## src/rtl/wdog_pkg.sv

```systemverilog
package wdog_pkg;

    localparam int ADDR_W      = 2;
    localparam int DATA_W      = 16;
    localparam int FLAG_W      = 4;

    localparam int ADDR_TIMEOUT = 0;
    localparam int ADDR_CONFIG  = 1;
    localparam int ADDR_STATUS  = 2;

    // status flag positions
    localparam int FLAG_OVF = 0;
    localparam int FLAG_IRQ = 1;
    localparam int FLAG_SMI = 2;
    localparam int FLAG_RST = 3;

    // configuration field positions
    localparam int CFG_PRES_LO = 0;
    localparam int CFG_ACT1_LO = 4;
    localparam int CFG_ACT2_LO = 6;
    localparam int CFG_PD_BIT  = 8;

    typedef enum logic [1:0] {
        ACT_NONE = 2'b00,
        ACT_IRQ  = 2'b01,
        ACT_SMI  = 2'b10,
        ACT_RST  = 2'b11
    } act_e;

    typedef enum logic [1:0] {
        ST_IDLE  = 2'b00,
        ST_ONE   = 2'b01,
        ST_TWO   = 2'b10,
        ST_DONE  = 2'b11
    } stage_e;

endpackage

```

## src/rtl/wdog_prescaler.sv

```systemverilog
module wdog_prescaler #(
    parameter int PRES_MAX = 13,
    parameter int PRES_W   = 4
) (
    input  logic              clk,
    input  logic              rst_n,
    input  logic              tick_en,
    input  logic              restart,
    input  logic [PRES_W-1:0] pres,
    output logic              strobe
);

    localparam int PRE_W = (PRES_MAX < 1) ? 1 : PRES_MAX;
    localparam logic [PRE_W:0]   ONE_W = (PRE_W + 1)'(1);
    localparam logic [PRE_W-1:0] INC   = PRE_W'(1);

    typedef struct packed {
        logic [PRE_W-1:0] pre;
    } pre_state_t;

    pre_state_t st_d, st_q;
    logic [PRE_W:0] mask;

    always_comb begin
        mask   = (ONE_W << pres) - ONE_W;
        strobe = tick_en && ({1'b0, st_q.pre} >= mask);
        st_d   = st_q;
        if (restart) begin
            st_d.pre = '0;
        end else if (tick_en) begin
            st_d.pre = strobe ? '0 : st_q.pre + INC;
        end
    end

    always_ff @(posedge clk or negedge rst_n) begin
        if (!rst_n) begin
            st_q <= '0;
        end else begin
            st_q <= st_d;
        end
    end

endmodule

```

## src/rtl/wdog_countdown.sv

```systemverilog
module wdog_countdown
    import wdog_pkg::*;
#(
    parameter int CNT_W = 16
) (
    input  logic             clk,
    input  logic             rst_n,
    input  logic             load,
    input  logic [CNT_W-1:0] load_val,
    input  logic [CNT_W-1:0] reload_val,
    input  logic             strobe,
    output logic             expire,
    output stage_e           stage_o,
    output logic [CNT_W-1:0] cnt_o
);

    localparam logic [CNT_W-1:0] CNT_ONE = CNT_W'(1);

    typedef struct packed {
        logic [CNT_W-1:0] cnt;
        stage_e           stage;
    } cd_state_t;

    cd_state_t st_d, st_q;
    logic      running;

    always_comb begin
        running = (st_q.stage == ST_ONE) || (st_q.stage == ST_TWO);
        expire  = strobe && running && !load && (st_q.cnt == CNT_ONE);
        st_d    = st_q;
        if (load) begin
            st_d.cnt   = load_val;
            st_d.stage = (load_val != '0) ? ST_ONE : ST_IDLE;
        end else if (strobe && running) begin
            if (expire) begin
                st_d.cnt   = reload_val;
                st_d.stage = (st_q.stage == ST_ONE) ? ST_TWO : ST_DONE;
            end else begin
                st_d.cnt = st_q.cnt - CNT_ONE;
            end
        end
    end

    always_ff @(posedge clk or negedge rst_n) begin
        if (!rst_n) begin
            st_q <= '{cnt: '0, stage: ST_IDLE};
        end else begin
            st_q <= st_d;
        end
    end

    assign stage_o = st_q.stage;
    assign cnt_o   = st_q.cnt;

endmodule

```

## src/rtl/wdog_flags.sv

```systemverilog
module wdog_flags
    import wdog_pkg::*;
(
    input  logic              clk,
    input  logic              rst_n,
    input  logic              expire,
    input  stage_e            stage,
    input  act_e              act_first,
    input  act_e              act_second,
    input  logic              clr_wr,
    input  logic              clr_ovf_sel,
    output logic [FLAG_W-1:0] flags_o,
    output logic              rst_pulse_o
);

    typedef struct packed {
        logic [FLAG_W-1:0] flags;
        logic              rst_p;
    } flag_state_t;

    flag_state_t st_d, st_q;
    act_e        act_now;

    always_comb begin
        act_now = (stage == ST_ONE) ? act_first : act_second;
        st_d    = st_q;
        // clear rules first, so a same-cycle event overrides them
        if (clr_wr) begin
            if (clr_ovf_sel) begin
                st_d.flags[FLAG_OVF] = 1'b0;
            end else begin
                st_d.flags[FLAG_RST:FLAG_IRQ] = '0;
            end
        end
        st_d.rst_p = 1'b0;
        if (expire) begin
            if (stage == ST_ONE) begin
                st_d.flags[FLAG_OVF] = 1'b1;
            end
            unique case (act_now)
                ACT_IRQ:  st_d.flags[FLAG_IRQ] = 1'b1;
                ACT_SMI:  st_d.flags[FLAG_SMI] = 1'b1;
                ACT_RST: begin
                    st_d.flags[FLAG_RST] = 1'b1;
                    st_d.rst_p           = 1'b1;
                end
                default: ;
            endcase
        end
    end

    always_ff @(posedge clk or negedge rst_n) begin
        if (!rst_n) begin
            st_q <= '0;
        end else begin
            st_q <= st_d;
        end
    end

    assign flags_o     = st_q.flags;
    assign rst_pulse_o = st_q.rst_p;

endmodule

```

## src/rtl/wdog_two_stage.sv

```systemverilog
module wdog_two_stage
    import wdog_pkg::*;
#(
    parameter int CNT_W    = 16,
    parameter int PRES_MAX = 13
) (
    input  logic              clk,
    input  logic              rst_n,
    input  logic              tick_in,
    input  logic              reg_wen,
    input  logic [ADDR_W-1:0] reg_addr,
    input  logic [DATA_W-1:0] reg_wdata,
    output logic [DATA_W-1:0] reg_rdata,
    output logic              irq_o,
    output logic              smi_o,
    output logic              sys_rst_o,
    output logic              slow_clk_off_o
);

    localparam int PRES_W = 4;
    localparam logic [PRES_W-1:0] PRES_LIMIT = PRES_W'(PRES_MAX);

    typedef struct packed {
        logic [CNT_W-1:0]  timeout;
        logic [DATA_W-1:0] cfg;
    } regs_t;

    regs_t regs_d, regs_q;

    logic              wr_timeout, wr_config, wr_status;
    logic              tick_gated, strobe, expire_w;
    stage_e            stage_w;
    logic [CNT_W-1:0]  cnt_w;
    logic [FLAG_W-1:0] flags_w;
    logic [PRES_W-1:0] pres_w;
    logic [DATA_W-1:0] cfg_new;

    always_comb begin
        wr_timeout = reg_wen && (int'(reg_addr) == ADDR_TIMEOUT);
        wr_config  = reg_wen && (int'(reg_addr) == ADDR_CONFIG);
        wr_status  = reg_wen && (int'(reg_addr) == ADDR_STATUS);

        cfg_new = reg_wdata;
        if (reg_wdata[CFG_PRES_LO +: PRES_W] > PRES_LIMIT) begin
            cfg_new[CFG_PRES_LO +: PRES_W] = PRES_LIMIT;
        end

        regs_d = regs_q;
        if (wr_timeout) begin
            regs_d.timeout = reg_wdata[CNT_W-1:0];
        end
        if (wr_config) begin
            regs_d.cfg = cfg_new;
        end
    end

    always_ff @(posedge clk or negedge rst_n) begin
        if (!rst_n) begin
            regs_q <= '0;
        end else begin
            regs_q <= regs_d;
        end
    end

    assign pres_w     = regs_q.cfg[CFG_PRES_LO +: PRES_W];
    assign tick_gated = tick_in && !regs_q.cfg[CFG_PD_BIT];

    wdog_prescaler #(
        .PRES_MAX (PRES_MAX),
        .PRES_W   (PRES_W)
    ) u_pres (
        .clk     (clk),
        .rst_n   (rst_n),
        .tick_en (tick_gated),
        .restart (wr_timeout),
        .pres    (pres_w),
        .strobe  (strobe)
    );

    wdog_countdown #(
        .CNT_W (CNT_W)
    ) u_count (
        .clk        (clk),
        .rst_n      (rst_n),
        .load       (wr_timeout),
        .load_val   (reg_wdata[CNT_W-1:0]),
        .reload_val (regs_q.timeout),
        .strobe     (strobe),
        .expire     (expire_w),
        .stage_o    (stage_w),
        .cnt_o      (cnt_w)
    );

    wdog_flags u_flags (
        .clk         (clk),
        .rst_n       (rst_n),
        .expire      (expire_w),
        .stage       (stage_w),
        .act_first   (act_e'(regs_q.cfg[CFG_ACT1_LO +: 2])),
        .act_second  (act_e'(regs_q.cfg[CFG_ACT2_LO +: 2])),
        .clr_wr      (wr_status),
        .clr_ovf_sel (reg_wdata[FLAG_OVF]),
        .flags_o     (flags_w),
        .rst_pulse_o (sys_rst_o)
    );

    always_comb begin
        unique case (int'(reg_addr))
            ADDR_TIMEOUT: reg_rdata = DATA_W'(regs_q.timeout);
            ADDR_CONFIG:  reg_rdata = regs_q.cfg;
            ADDR_STATUS:  reg_rdata = DATA_W'(flags_w);
            default:      reg_rdata = '0;
        endcase
    end

    assign irq_o          = flags_w[FLAG_IRQ];
    assign smi_o          = flags_w[FLAG_SMI];
    assign slow_clk_off_o = regs_q.cfg[CFG_PD_BIT];

endmodule

```

## config.mk

```make
export PLATFORM = sky130hd
export DESIGN_NAME = wdog_two_stage
export DESIGN_NICKNAME = d
export VERILOG_FILES = /design/src/rtl/wdog_pkg.sv /design/src/rtl/wdog_prescaler.sv /design/src/rtl/wdog_countdown.sv /design/src/rtl/wdog_flags.sv /design/src/rtl/wdog_two_stage.sv
export SDC_FILE = /design/constraint.sdc
export NUM_CORES = 1
export LEC_CHECK = 0
export BUFFER_PORTS_ARGS = -buffer_cell sky130_fd_sc_hd__buf_2
export CAP_MARGIN = 20
export CORE_ASPECT_RATIO = 0.7
export CORE_MARGIN = 2
export CORE_UTILIZATION = 45
export DETAILED_ROUTE_END_ITERATION = 8
export PLACE_DENSITY = 0.59
export SYNTH_ARGS = -nofsm -noshare
export SYNTH_HDL_FRONTEND = slang
export SYNTH_SLANG_ARGS = --single-unit
```

## constraint.sdc

```tcl
create_clock -name clk -period 6.87 [get_ports clk]
set_input_delay 1.374 -clock clk [delete_from_list [all_inputs] [get_ports clk]]
set_output_delay 1.374 -clock clk [all_outputs]
set_load 0.005 [all_outputs]
```

Word level (Yosys, flattened, before mapping)
Index checks and enable logic that the tools add are counted.
Operators by class
  reductions and logical operators: 18
  shift operators: 1
  magnitude comparators: 2
  add/subtract/negate cells: 3
  equal/unequal tests: 10
  mux-type cells: 21
Operators by type and width (count)
  case mux 16 bit (3 select lines): 1
  2-to-1 mux 13 bit: 3
  2-to-1 mux 18 bit: 2
  == test 16 x 1 -> 1 bit, second input constant: 1
  2-to-1 mux 16 bit: 1
  nonzero test 16 bit: 1
  subtractor 16 x 1 -> 16 bit, second input constant: 1
  >= comparator 13 x 14 -> 1 bit: 1
  left shift 1 x 4 -> 14 bit, first input constant: 1
  subtractor 14 x 1 -> 14 bit, second input constant: 1
  adder 13 x 1 -> 13 bit, second input constant: 1
  == test 2 bit, second input constant: 6
  logical AND 1 bit: 8
  2-to-1 mux 1 bit: 8
  2-to-1 mux 4 bit: 2
  == test 2 x 1 -> 1 bit, second input constant: 3
  nonzero test 2 bit: 3
  2-to-1 mux 5 bit: 1
  > comparator 4 bit, second input constant: 1
  zero test 2 bit: 2
  2-to-1 mux 2 bit: 2
  2-to-1 mux 3 bit: 1
  zero test 1 bit: 2
  AND reduction 2 bit: 1
  logical OR 1 bit: 1
Storage, ports and cells
  bits of input ports: 22
  register bits after elaboration: 68
  output and inout port bits: 20
  word-level logic and storage cells: 62

Logic depth before layout (Yosys ltp)
  depth after elaboration: 10
  depth in mapped cells: 18
  gate-level depth less buffers: 14

Modules after synthesis
Synthesis repeated with hierarchy kept, for this count alone.
Second synthesis, totals
  cells, all modules: 449
  area total of the unflattened synthesis: 4449.3 µm²
By module, submodules not included
  wdog_two_stage: seq. area each 800.8 µm², area an instance 1605.3 µm², instances 1, cells each 110
  wdog_countdown: seq. area each 450.4 µm², area an instance 1362.6 µm², instances 1, cells each 171
  wdog_prescaler: seq. area each 325.3 µm², area an instance 1227.4 µm², instances 1, cells each 146
  wdog_flags: seq. area each 125.1 µm², area an instance 254.0 µm², instances 1, cells each 22

Worst setup path before layout
Ideal clock, no wire load.
  kind: input -> output
  from: input port reg_addr[0]
  to: output port reg_rdata[10]
  path slack: 3152 ps
  required time: 5496 ps
  data arrival time: 2344 ps
  cell stages on the path: 4
  buffers on the path: 2
  path through: buf_2 buf_1 mux2i_1 nor2_1
On the way
  cells in the longest elaborated chain, start to end: 2
  elaborated cells between the ends (all ways): 4
  classes of those cells: eq/ne: 2; mux: 1; reduce/logical: 1
RTL lines
  from (decl): line wdog_two_stage.sv:11  | input logic [ADDR_W-1:0] reg_addr,
  == test 2 bit (tied with other cells): line wdog_two_stage.sv:108  | unique case (int'(reg_addr))
  case mux 16 bit (3 select lines) *: line wdog_two_stage.sv:108
  to (decl): line wdog_two_stage.sv:13  | output logic [DATA_W-1:0] reg_rdata,
Mark *: on every way between the ends. The rest lies on a longest branch, timed or not.

==> flow_metrics.env <==
export IMPL_run_status="completed"
export IMPL_hold_depth=1
export IMPL_synthCells=485
export IMPL_drtAntennaViolNets=0
export IMPL_fin_nets=552
export IMPL_grt_pass1_wl_mm=19.1
export IMPL_syn_cell_area_sq_um=4300
export IMPL_gp_congestion=0.874
export IMPL_die_height_um=85.8
export IMPL_fillCellCount=869
export IMPL_dp_hpwl_mm=8.14
export IMPL_cts_tree="built"
export IMPL_synth_seq_cells=68
export IMPL_hold_path_class="reg -> reg"
export IMPL_hold_path_end="regs_q[11]$_DFFE_PN0P_"
export IMPL_rsz0062_at_grt="no"
export IMPL_grt_overflow=0
export IMPL_multi_input_area_sq_um=2450
export IMPL_peakVddDrop_mv=0.180
export IMPL_setup_viol=0
export IMPL_end_kind="flop"
export IMPL_min_from="regs_q[11]$_DFFE_PN0P_"
export IMPL_grt_pass1_vias=3532
export IMPL_routed_wl_mm=11.4
export IMPL_ctsHtreeMaxLevel=3
export IMPL_r2r_start="pres_w[1]$_DFFE_PN0P_"
export IMPL_period_minus_slack_ns=3.95
export IMPL_finalCritPeriodShare_pct=57.4
export IMPL_placed_cells=625
export IMPL_yosys_area_share_adder_pct=5.24
export IMPL_seq_area_sq_um=1700
export IMPL_die_w_um=121
export IMPL_finalMaxSlewViolations=0
export IMPL_synth_top_family_by_area="simple AND/OR/NAND/NOR gates"
export IMPL_die_area_sq_um=10400
export IMPL_num_antenna_cells=0
export IMPL_clk_pin_slew_worst_paths_ns=0.05
export IMPL_hold_viol_final=0
export IMPL_fin_tns_setup_ns=0
export IMPL_core_area_sq_um=9180
export IMPL_utilization_pct=52.7
export IMPL_cp_max_fo=25
export IMPL_crit_required_ns=7.15
export IMPL_ys_seq_area_share_pct=39.6
export IMPL_drtPass1Iterations=5
export IMPL_cp_start_kind="flop"
export IMPL_drive_gt1_share_pct=15.3
export IMPL_start_util_pct=46.8
export IMPL_hold_buffers=0
export IMPL_cts_setup_buffers=0
export IMPL_port_buffers=41
export IMPL_syn_num_nets=525
export IMPL_vias=3742
export IMPL_cts_sinks=68
export IMPL_yosys_warnings=0
export IMPL_grt_antenna_before_repair=0
export IMPL_grt_usage_pct=24.0
export IMPL_wl_per_cell_um=17.9
export IMPL_cts_repair_resized=0
export IMPL_power_density_nw_per_um2=268
export IMPL_grt_max_degree=69
export IMPL_rows=29
export IMPL_synth_edff_count=0
export IMPL_timing_slew_headroom_pct=26.8
export IMPL_drt_initial_drc_count=300
export IMPL_avgSynthCellArea_sq_um=8.86
export IMPL_hold_slack_ns=0.505
export IMPL_vias_per_cell=5.84
export IMPL_cts_made_buffers=9
export IMPL_synthSimpleGateAreaFrac_pct=24.1
export IMPL_max_cap_violations=0
export IMPL_r2r_end="u_flags.flags_o[3]$_DFF_PN0_"
export IMPL_insertion_delay_ns=0.34
export IMPL_synth_compound_area_share_pct=14.6
export IMPL_async_reset_ff_share_pct=100
export IMPL_r2r_slack_ns=2.92
export IMPL_tightestPinTransition_ns=1.10
export IMPL_clock_root_buffer="clkbuf_16"
export IMPL_yosysUniqueCellTypes=51
export IMPL_drc=0
export IMPL_fmax_ghz=0.253
export IMPL_ios=42
export IMPL_reg2regPathDepth=12
export IMPL_area_growth_pct=12.5
export IMPL_startpoint="pres_w[1]$_DFFE_PN0P_"
export IMPL_cts_buffer_depth=2
export IMPL_synth_ff_type="dfrtp_1"
export IMPL_worst_ep_arrival_time_ns=4.22
export IMPL_synth_xor_area_share_pct=2.24
export IMPL_p_leak_nw=2.17
export IMPL_critical_path_class="reg -> reg"
export IMPL_skew_ns=0.00442
export IMPL_muxShareOfSynthArea_pct=10.7
export IMPL_fin_cells=641
==> report_power, final <==
group	switching (mW)	internal (mW)	total (mW)
combinational	0.179	0.145	0.325
sequential	0.0872	0.461	0.549
clock	0.169	0.253	0.422
==> synth_stat cells, types with 3 or more instances <==
master    number  share of area (%)
a21o_1         3               0.52
a21oi_1       24                2.8
a22o_1         4               0.82
a31oi_1        4               0.58
and3_1         6               0.87
and4_1         3               0.61
buf_2          6               0.70
clkbuf_1      19                1.7
dfrtp_1       68                 40
ha_1          18                5.2
inv_1         10               0.87
mux2_2        15                3.9
mux2i_1       29                6.8
nand2_1       80                7.0
nand2b_1       3               0.44
nand3_1       10                1.2
nand3b_1       6                1.0
nand4_1        6               0.87
nor2_1        42                3.7
nor2b_1        5               0.73
nor3_1        17                2.0
nor3b_1        7                1.2
nor4_1        11                1.6
o21a_1         7                1.2
o21ai_0       25                2.9
o311ai_0       8                1.6
o31ai_1        6                1.0
or4_1          3               0.52
xnor2_1        7                1.4
xor2_1         4               0.82
==> metrics by stage <==
stage                     instance area (sq um)  setup WS (ns)  power, mW
after floorplan                            4300           3.15      0.768
after global placement                     4570           3.10      0.866
after detailed placement                   4570           2.97      0.876
after CTS                                  4840           2.96       1.30
after global routing                       4840           2.49       1.39
final                                      4840           2.92       1.29
==> sequential cells by signal, indices dropped and copies added (netlist names) <==
signal               count
pres_w                   4
regs_q                  27
slow_clk_off_o           1
u_count.cnt_o           16
u_count.stage_o          2
u_flags.flags_o          4
u_flags.rst_pulse_o      1
u_pres.st_q             13
==> how the worst max path moves through the flow <==
stage	to	slack [ns]	cells after the start
floorplan	reg_rdata[10]	3.15	4
global placement	reg_rdata[0]	3.10	4
detailed placement	u_flags.flags_o[3]$_DFF_PN0_	2.97	12
CTS	u_flags.flags_o[3]$_DFF_PN0_	2.96	12
global route	u_flags.flags_o[0]$_DFF_PN0_	2.49	12
finish	u_flags.flags_o[3]$_DFF_PN0_	2.92	12
==> area by class of cell <==
type,count,share of cell area [%]
multi-input cells,380,50.7
flip-flops and latches,68,35.2
clock buffers,12,5.10
repair buffers,43,4.55
well taps,124,3.21
inverters,10,0.776
clock inverters,4,0.517
==> worst max-delay path, cell delays in order, from the launching register on <==
cell and delay (ns):
dfrtp_1 0.54, nor3_1 0.31, nand2b_1 0.12, ha_1 0.29, nor3_1 0.29, mux2_2 0.20
a22oi_1 0.07, ha_1 0.32, nand4_1 0.10, o221ai_1 0.23, a21o_1 0.88, nor4b_1 0.41
a21o_1 0.13
==> layer usage <==
metal | wire [um] | GRT usage [%]
met1 | 6040 | 38.6
met3 | 761 | 6.18
met4 | 83 | 4.02
met2 | 4560 | 32.1
met5 | 0 | 0
==> cell usage in the layout (no fill, tap or decap), types with 3 or more instances in the layout <==
| cell type | netlist | layout |
|---|---|---|
| mux2_2 | 15 | 15 |
| nand4_1 | 6 | 6 |
| inv_1 | 10 | 10 |
| or4_1 | 3 | 3 |
| nor3_1 | 17 | 17 |
| a22o_1 | 4 | 4 |
| nor2b_1 | 5 | 5 |
| and3_1 | 6 | 6 |
| a21o_1 | 3 | 3 |
| ha_1 | 18 | 18 |
| nor3b_1 | 7 | 6 |
| clkbuf_16 | 0 | 9 |
| mux2i_1 | 29 | 29 |
| o31ai_1 | 6 | 6 |
| nand3_1 | 10 | 10 |
| a31oi_1 | 4 | 4 |
| nor2_1 | 42 | 42 |
| o21ai_0 | 25 | 25 |
| buf_2 | 6 | 41 |
| nand2_1 | 80 | 80 |
| o21a_1 | 7 | 7 |
| and4_1 | 3 | 3 |
| o311ai_0 | 8 | 8 |
| xor2_1 | 4 | 4 |
| nand3b_1 | 6 | 6 |
| nand2b_1 | 3 | 3 |
| xnor2_1 | 7 | 7 |
| dfrtp_1 | 68 | 68 |
| nor4_1 | 11 | 11 |
| a21oi_1 | 24 | 24 |
==> cells by family (layout without fill, tap and decap cells) <==
kind of cell,count (synthesis),in the layout
AOI/OAI and AO/OA,97,97
xor gates and xnor gates,11,11
adders and majority gates,18,18
buffers and inverters,37,69
DFF,68,68
muxes,44,44
and+or+nand+nor,210,210
No activity file was read; power rests on OpenSTA's default activity.
